[src/rtl/gpio_ctrl.sv]
module gpio_ctrl #(
  parameter int NLINES = 32,
  parameter int AW     = 14
) (
  input  logic              clk,
  input  logic              rst_n,
  input  logic              bus_sel,
  input  logic              bus_stb,
  input  logic              bus_we,
  input  logic [AW-1:0]     bus_addr,
  input  logic [31:0]       bus_wdata,
  output logic [31:0]       bus_rdata,
  output logic              irq,
  input  logic [NLINES-1:0] pad_in,
  output logic [NLINES-1:0] pad_out,
  output logic [NLINES-1:0] pad_oe_n,
  input  logic [NLINES-1:0] per_in,
  input  logic [NLINES-1:0] per_oe_n,
  output logic [NLINES-1:0] per_out
);
  localparam int IW    = AW - 2;
  localparam int NTRI  = 6;
  localparam int T_PER = 0;
  localparam int T_OE  = 1;
  localparam int T_DAT = 2;
  localparam int T_FLT = 3;
  localparam int T_MSK = 4;
  localparam int T_OD  = 5;
  localparam logic [IW-1:0] IDX_LVL = IW'(24);
  localparam logic [IW-1:0] IDX_EVT = IW'(25);

  logic [NTRI-1:0][NLINES-1:0] cfg;
  logic [NLINES-1:0] samp, flt, lvl, lvl_q, evt, chg, wd, stab, sel_d, sel_oe;

  wire [IW-1:0] idx    = bus_addr[AW-1:2];
  wire          acc    = bus_sel & bus_stb;
  wire          wr     = acc & bus_we;
  wire          rd_evt = acc & ~bus_we & (idx == IDX_EVT);
  wire          unused_addr_lo = ^bus_addr[1:0];

  assign wd = bus_wdata[NLINES-1:0];

  always_ff @(posedge clk or negedge rst_n) begin
    if (!rst_n) begin
      cfg <= '0;
    end else begin
      for (int t = 0; t < NTRI; t++) begin
        if (wr && idx == IW'(4*t))
          cfg[t] <= cfg[t] | wd;
        else if (wr && idx == IW'(4*t+1))
          cfg[t] <= cfg[t] & ~wd;
      end
    end
  end

  assign stab = ~(pad_in ^ samp);
  assign lvl  = (cfg[T_FLT] & flt) | (~cfg[T_FLT] & samp);
  assign chg  = lvl ^ lvl_q;

  always_ff @(posedge clk or negedge rst_n) begin
    if (!rst_n) begin
      samp  <= '0;
      flt   <= '0;
      lvl_q <= '0;
      evt   <= '0;
    end else begin
      samp  <= pad_in;
      flt   <= (stab & pad_in) | (~stab & flt);
      lvl_q <= lvl;
      evt   <= (rd_evt ? '0 : evt) | chg;
    end
  end

  assign irq = |(evt & cfg[T_MSK]);

  assign sel_d    = (cfg[T_PER] & per_in) | (~cfg[T_PER] & cfg[T_DAT]);
  assign sel_oe   = (cfg[T_PER] & ~per_oe_n) | (~cfg[T_PER] & cfg[T_OE]);
  assign pad_out  = sel_d & ~cfg[T_OD];
  assign pad_oe_n = ~(sel_oe & ~(cfg[T_OD] & sel_d));
  assign per_out  = pad_in;

  always_comb begin
    bus_rdata = '0;
    for (int t = 0; t < NTRI; t++)
      if (idx == IW'(4*t+2)) bus_rdata[NLINES-1:0] = cfg[t];
    if (idx == IDX_LVL) bus_rdata[NLINES-1:0] = lvl;
    if (idx == IDX_EVT) bus_rdata[NLINES-1:0] = evt;
  end

  a_r2_set_lands: assert property (@(posedge clk) disable iff (!rst_n)
    (wr && idx == IW'(4*T_OE)) |=> (($past(wd) & ~cfg[T_OE]) == '0));

  a_r6_od_never_drives_high: assert property (@(posedge clk) disable iff (!rst_n)
    ((~pad_oe_n) & pad_out & cfg[T_OD]) == '0);

  a_r8_filter_needs_two: assert property (@(posedge clk) disable iff (!rst_n)
    1'b1 |=> (((flt ^ $past(flt)) & ($past(pad_in) ^ $past(samp))) == '0));

  a_r10_read_clears: assert property (@(posedge clk) disable iff (!rst_n)
    rd_evt |=> ((evt & ~$past(chg)) == '0));

  a_r10_event_kept: assert property (@(posedge clk) disable iff (!rst_n)
    1'b1 |=> (($past(chg) & ~evt) == '0));

  a_r11_irq_has_source: assert property (@(posedge clk) disable iff (!rst_n)
    irq |-> (evt != '0));
endmodule

[config.mk]
export PLATFORM = sky130hd
export DESIGN_NAME = gpio_ctrl
export DESIGN_NICKNAME = d
export VERILOG_FILES = /design/src/rtl/gpio_ctrl.sv
export SDC_FILE = /design/constraint.sdc
export NUM_CORES = 1
export LEC_CHECK = 0
export BUFFER_PORTS_ARGS = -buffer_cell sky130_fd_sc_hd__buf_2
export CAP_MARGIN = 5
export CORE_ASPECT_RATIO = 1.25
export CORE_MARGIN = 2
export CORE_UTILIZATION = 57
export DETAILED_ROUTE_END_ITERATION = 6
export PLACE_DENSITY = 0.81
export SYNTH_ARGS = -nofsm -noshare
export SYNTH_HDL_FRONTEND = slang
export SYNTH_SLANG_ARGS = --single-unit
[constraint.sdc]
create_clock -name clk -period 2.1 [get_ports clk]
set_clock_uncertainty 0.1 [all_clocks]
set_input_delay 0.105 -clock clk [delete_from_list [all_inputs] [get_ports clk]]
set_output_delay 0.105 -clock clk [all_outputs]
set_load 0.02 [all_outputs]
==> qor.yml, run 1 <==
port_buffers: 273
hold_ws_ns: 0.0220
outcome: "finished with violations"
drt-initial-drc-count: 1539
fp.dieArea_mm2: 0.0302
remaining_drc_errors: 10
hold_start: "bus_addr[6]"
dpl.hpwl_um: 33600
root_buffer: "clkbuf_16"
cp_max_fo: 3
avgRoutedWirePerCell_um: 22.5
period_needed_ns: 2.36
r2r-end: "evt[5]"
synth_edf_count: 0
p_per_area_mw_per_mm2: 666
grt_pass1_wl_um: 80900
fin_util_pct: 73.6
stdcell_count: 2350
rows: 69
ys_async_sr_fraction_pct: 100
first_pass_iters: 7
avgSynthCellArea_um2: 9.93
finalWeightedCongestion: 0.911
hold_viol_final: 0
max_slew_margin_pct: 48.8
cts_buffer_depth: 3
die_h_um: 194
route.vias.total: 15200
h-tree-depth: 2
syn_inst: 1655
vias_per_cell: 6.48
cts_tree: "built"
synth-seq-cells: 320
cts_made_buffers: 34
drt-total-wl_um: 52800
min_path_type: "in -> reg"
worstSetupEndpointType: "output pin"
hold_depth: 4
cellLeakagePower_nw: 8.77
dpl-instance-area_mm2: 0.0182
die_w_um: 156
multi_input_area_mm2: 0.00816
ys_types: 38
synth_nets: 1802
drtAntennaViolNets: 0
clk_latency_ns: 0.51
yosysWarnings: 0
core-area_mm2: 0.0284
final_common_cell: "dfrtp_1"
setup_violations: 17
path_class: "reg -> out"
clk_pin_slew_ns: 0.07
period_share_pct: 112
cp.arrival_ns: 2.16
cp-start-kind: "flop"
ff2ff_path_depth: 3
grt_pass1_vias: 15100
setup_ws_ns: -0.261
violations: "design-rule violations, negative setup slack"
seq_area_frac_synth_pct: 48.7
worstPathRequired_ns: 1.89
design_area_mm2: 0.0209
synth-main-ff-cell: "dfrtp_1"
ff2ff_setup_slack_ns: 0.81
tightest_slew_ns: 0.767
ios: 276
dp_cells: 2199
clkSinkCount: 320
nFillCells: 1815
initial_core_util_pct: 57.9
vdd_drop_max_uv: 498
synth_area_mm2: 0.0164
overflow: 0
maxSlewViolCount: 0
final_cell_mix: "318 x dfrtp_1, 236 x buf_2, 201 x o21ai_0, 189 x o31ai_1, 130 x nor2_1"
cap_violations: 0
track_usage_pct: 33.8
layout-drive-gt1-share_pct: 28.5
grt_max_degree: 160
rsz0062_at_grt: "true"
syn_to_final_growth_pct: 27.2
grt_antenna_before_repair: 2
nets: 2114
timing.fmax_ghz: 0.424
regArea_mm2: 0.00801
## what timing repair did
item / in CTS / in global routing
pin swaps: 25 / 28
hold buffers: 67 / 0
setup endpoints to repair: 33 / 33
gates resized for setup: 64 / 135
hold endpoints to repair: 527 / 0
cloned: 2 / 1
setup buffers: 10 / 9
## worst max-delay path by stage
stage | start | to | cells after the start | slack (ns)
finish | flop | irq | 4 | -0.26
global route | flop | irq | 4 | -0.29
detailed placement | bus_addr[13] | flop | 6 | -0.37
global placement | bus_addr[13] | bus_rdata[23] | 9 | -0.28
floorplan | bus_addr[13] | bus_rdata[0] | 6 | 0.01
CTS | flop | irq | 4 | -0.11
## cells in the mapped netlist (23+ instances only)
master,count,area [um^2]
a21o_1,32,240
a21oi_1,76,380
a22oi_1,39,293
a2bb2oi_1,32,280
buf_4,33,248
clkbuf_1,89,334
dfrtp_1,320,8010
maj3_1,32,320
mux2_2,55,619
mux2i_1,41,410
nand2_1,67,251
nand2b_1,67,419
nor2_1,138,518
nor2b_1,34,213
o21a_1,23,173
o21ai_0,236,1180
o22ai_1,23,144
o31ai_1,189,1420
xor2_1,32,280
## worst max-delay path, stage by stage, from the launching register on
cell,delay [ns]
dfrtp_1,0.45
a22oi_1,0.32
nand4_1,0.21
or4_4,0.50
buf_6,0.16
## layer usage
metal  track usage (%)  routed length (um)  share of wire (%)  vias to the layer above
met3              6.64                4610                8.7                      217
met2              56.0               26100                 49                      902
met1              42.1               19200                 36                     7391
li1                  -                   -                  -                     6722
met5                 0                   0                  0                        -
met4              17.2                2880                5.5                        0
## cell families (layout without fill, tap and decap cells)
kind of cell,count (synthesis),in the layout,share of synthesized area (%)
flops,320,320,48.7
mux,96,96,6.26
compound gates,679,679,26.3
buf+inv,152,490,4.89
xor+xnor,32,32,1.71
other cells,0,2,0
simple gates,344,344,10.2
fa+ha+maj,32,32,1.95
## metrics by stage
step | setup TNS (ns) | total power, W | setup WS (ns)
floorplan | 0 | 0.00702 | 0.0104
global placement | -35.52 | 0.00751 | -0.281
detailed placement | -42.19 | 0.00755 | -0.374
CTS | -0.138 | 0.0139 | -0.113
global route | -1.06 | 0.0143 | -0.294
finish | -0.527 | 0.0139 | -0.261
## area by class of cell
type	count	area share [%]
antenna	2	0.0239
clock buffer	49	4.93
sequential	320	38.3
tap	355	2.12
multi-input combinational	1183	39.0
clock inverter	13	0.700
timing repair buffer	428	14.9
## where the power goes
group          switching, W  internal [W]  total, W
Combinational      0.000757      0.000486   0.00124
Sequential        0.0000789       0.00629   0.00637
Clock               0.00252       0.00380   0.00631
Total               0.00335        0.0106    0.0139
Power figures use the tool's default switching activity.
==> run 2, diff against run 1 <==
--- a/config.mk
+++ b/config.mk
@@ -8,7 +8,6 @@
 export BUFFER_PORTS_ARGS = -buffer_cell sky130_fd_sc_hd__buf_2
 export CAP_MARGIN = 5
 export CORE_ASPECT_RATIO = 1.25
-export CORE_MARGIN = 2
 export CORE_UTILIZATION = 57
 export DETAILED_ROUTE_END_ITERATION = 6
 export PLACE_DENSITY = 0.81
==> run 2 against run 1 <==
  * The flow still finishes with violations (design-rule violations, negative setup slack)
  * Sequential power about the same
  * Global-route usage up 2.2 points
  * Die area down 2.3%
  * Worst hold slack worse by 0.020 ns
  * Flip-flop and latch count unchanged
  * Register-to-register slack worse by 0.14 ns
  * Power down 1.8%
  * Clock power down 4.8%
  * Maximum frequency up 0.39%
  * Clock-buffer cell count down 10
  * Non-clock buffer count up 23
  * Critical path type unchanged
  * Largest cell class unchanged
==> qor.yml, run 2 (same netlist as run 1, synthesis figures left out) <==
overflow: 0  # unchanged
violations: "design-rule violations, negative setup slack"
h-tree-depth: 1  # -1
avgRoutedWirePerCell_um: 23.5  # +4.6%
setup_tns_ns: -2.53  # -2.00 ns
min_path_type: "in -> reg"
grt_max_degree: 113  # -29%
initial_core_util_pct: 57.9  # unchanged
cts_made_buffers: 31  # -8.8%
track_usage_pct: 36.0  # +2.2 points
maxSlewViolCount: 0  # unchanged
hold_depth: 3  # -1
max_slew_margin_pct: 61.5  # +13 points
timing.fmax_ghz: 0.425  # +0.39%
grt_pass1_wl_um: 83100  # +2.7%
cp_slowest_cell: "or4_4"
period_share_pct: 112  # -0.43 points
cp.arrival_ns: 2.15  # about the same
route.vias.total: 16000  # +4.7%
vdd_drop_max_uv: 585  # +17%
vias_per_cell: 6.74  # +3.9%
drt-initial-drc-count: 1800  # +17%
root_buffer: "clkbuf_16"
clk_pin_slew_ns: 0.07  # about the same
stdcell_count: 2368  # +0.77%
setup_violations: 37  # +20
drtAntennaViolNets: 0  # unchanged
clk_latency_ns: 0.56  # +0.05 ns
rsz0062_at_grt: "true"
cts_buffer_depth: 3  # unchanged
r2r-end: "evt[26]"
design_area_mm2: 0.0213  # +2.1%
port_buffers: 273  # unchanged
tightest_slew_ns: 0.578  # -0.189 ns
p_per_area_mw_per_mm2: 641  # -3.8%
final_cell_mix: "318 x dfrtp_1, 232 x buf_2, 197 x o21ai_0, 189 x o31ai_1, 121 x nor2_1"
rows: 69  # unchanged
nFillCells: 1681  # -7.4%
drt-total-wl_um: 55600  # +5.4%
hold_viol_final: 0  # unchanged
grt_antenna_before_repair: 4  # +2
setup_ws_ns: -0.252  # +0.00910 ns
die_w_um: 154  # -1.3%
period_needed_ns: 2.35  # -0.00910 ns
core-area_mm2: 0.0284  # unchanged
nets: 2134  # +0.95%
cellLeakagePower_nw: 8.89  # +1.4%
path_cells: "a22oi_2, nand4_1, or4_4, buf_6"
dpl.hpwl_um: 33500  # -0.23%
fp.dieArea_mm2: 0.0295  # -2.3%
outcome: "finished with violations"
finalWeightedCongestion: 0.894  # -1.8%
dpl-instance-area_mm2: 0.0182  # +0.12%
die_h_um: 192  # -1.0%
dp_cells: 2202  # +0.14%
cts_tree: "built"
max_stage_delay_ns: 0.60  # +0.10 ns
ios: 276  # unchanged
grt_pass1_vias: 15500  # +2.2%
remaining_drc_errors: 1  # -9
final_common_cell: "dfrtp_1"
syn_to_final_growth_pct: 29.8
cp-start-kind: "flop"
cap_violations: 0  # unchanged
first_pass_iters: 7  # unchanged
cp_max_fo: 3  # unchanged
hold_start: "bus_addr[2]"
layout-drive-gt1-share_pct: 30.8  # +2.3 points
path_class: "reg -> out"
ff2ff_setup_slack_ns: 0.67  # -0.14 ns
clkSinkCount: 320  # unchanged
worstPathRequired_ns: 1.89  # about the same
worstSetupEndpointType: "output pin"
ff2ff_path_depth: 4  # +1
-- run 2: power breakdown --
part	switching, W	internal, W
registers	0.0000811	0.00629
logic	0.000793	0.000505
clock network	0.00256	0.00346
-- run 2: stage by stage --
step                      total power, W  setup WS [ns]  utilization [%]  hold WS (ns)
after floorplan                  0.00702         0.0104                -        -0.291
after global placement           0.00750         -0.244             64.1       -0.0180
after detailed placement         0.00754         -0.357             64.1       -0.0250
after CTS                         0.0136         -0.192             73.5       0.00685
after global routing              0.0140         -0.264             75.1        0.0456
final                             0.0137         -0.252             75.1       0.00249
-- run 2: worst max-delay path by stage --
stage	slack [ns]	cells after the start	endpoint	from
final	-0.25	4	irq	flop
after global routing	-0.26	4	irq	flop
after floorplan	0.01	6	bus_rdata[0]	bus_addr[13]
after CTS	-0.19	4	irq	evt[27]
after detailed placement	-0.36	6	flop	bus_addr[13]
after global placement	-0.24	8	bus_rdata[8]	bus_addr[13]
-- run 2: final cells by class --
class                   count  area (um^2)  area share (%)
diodes                      2         5.00          0.0235
clock buffers              39          836            3.92
clock inverters            18          249            1.17
multi-input cells        1183         8370            39.2
flip-flops and latches    320         8010            37.5
well taps                 355          444            2.08
repair buffers            451         3430            16.1
-- run 2: timing repair --
item	CTS	global route
cloned	5	0
setup endpoints to repair	33	48
endpoints found under the hold margin	576	0
resized for setup	186	91
setup buffers	22	16
hold buffers	70	0
pin swaps	37	30
-- run 2: metal layers --
metal | wire, um | track usage (%) | share of wire, % | up-vias
li1 | - | - | - | 6753
met1 | 20000 | 43.3 | 36 | 7744
met2 | 26900 | 60.7 | 48 | 1140
met3 | 5500 | 6.63 | 9.9 | 313
met4 | 3170 | 21.5 | 5.7 | 4
met5 | 28 | 0 | 0.050 | -
-- run 2: critical path, delay by kind of cell, from the launching register on --
kind	cells	cell delay, ns
and+or+nand+nor	2	0.74
buffers and inverters	1	0.16
DFF	1	0.45
AOI/OAI and AO/OA	1	0.23
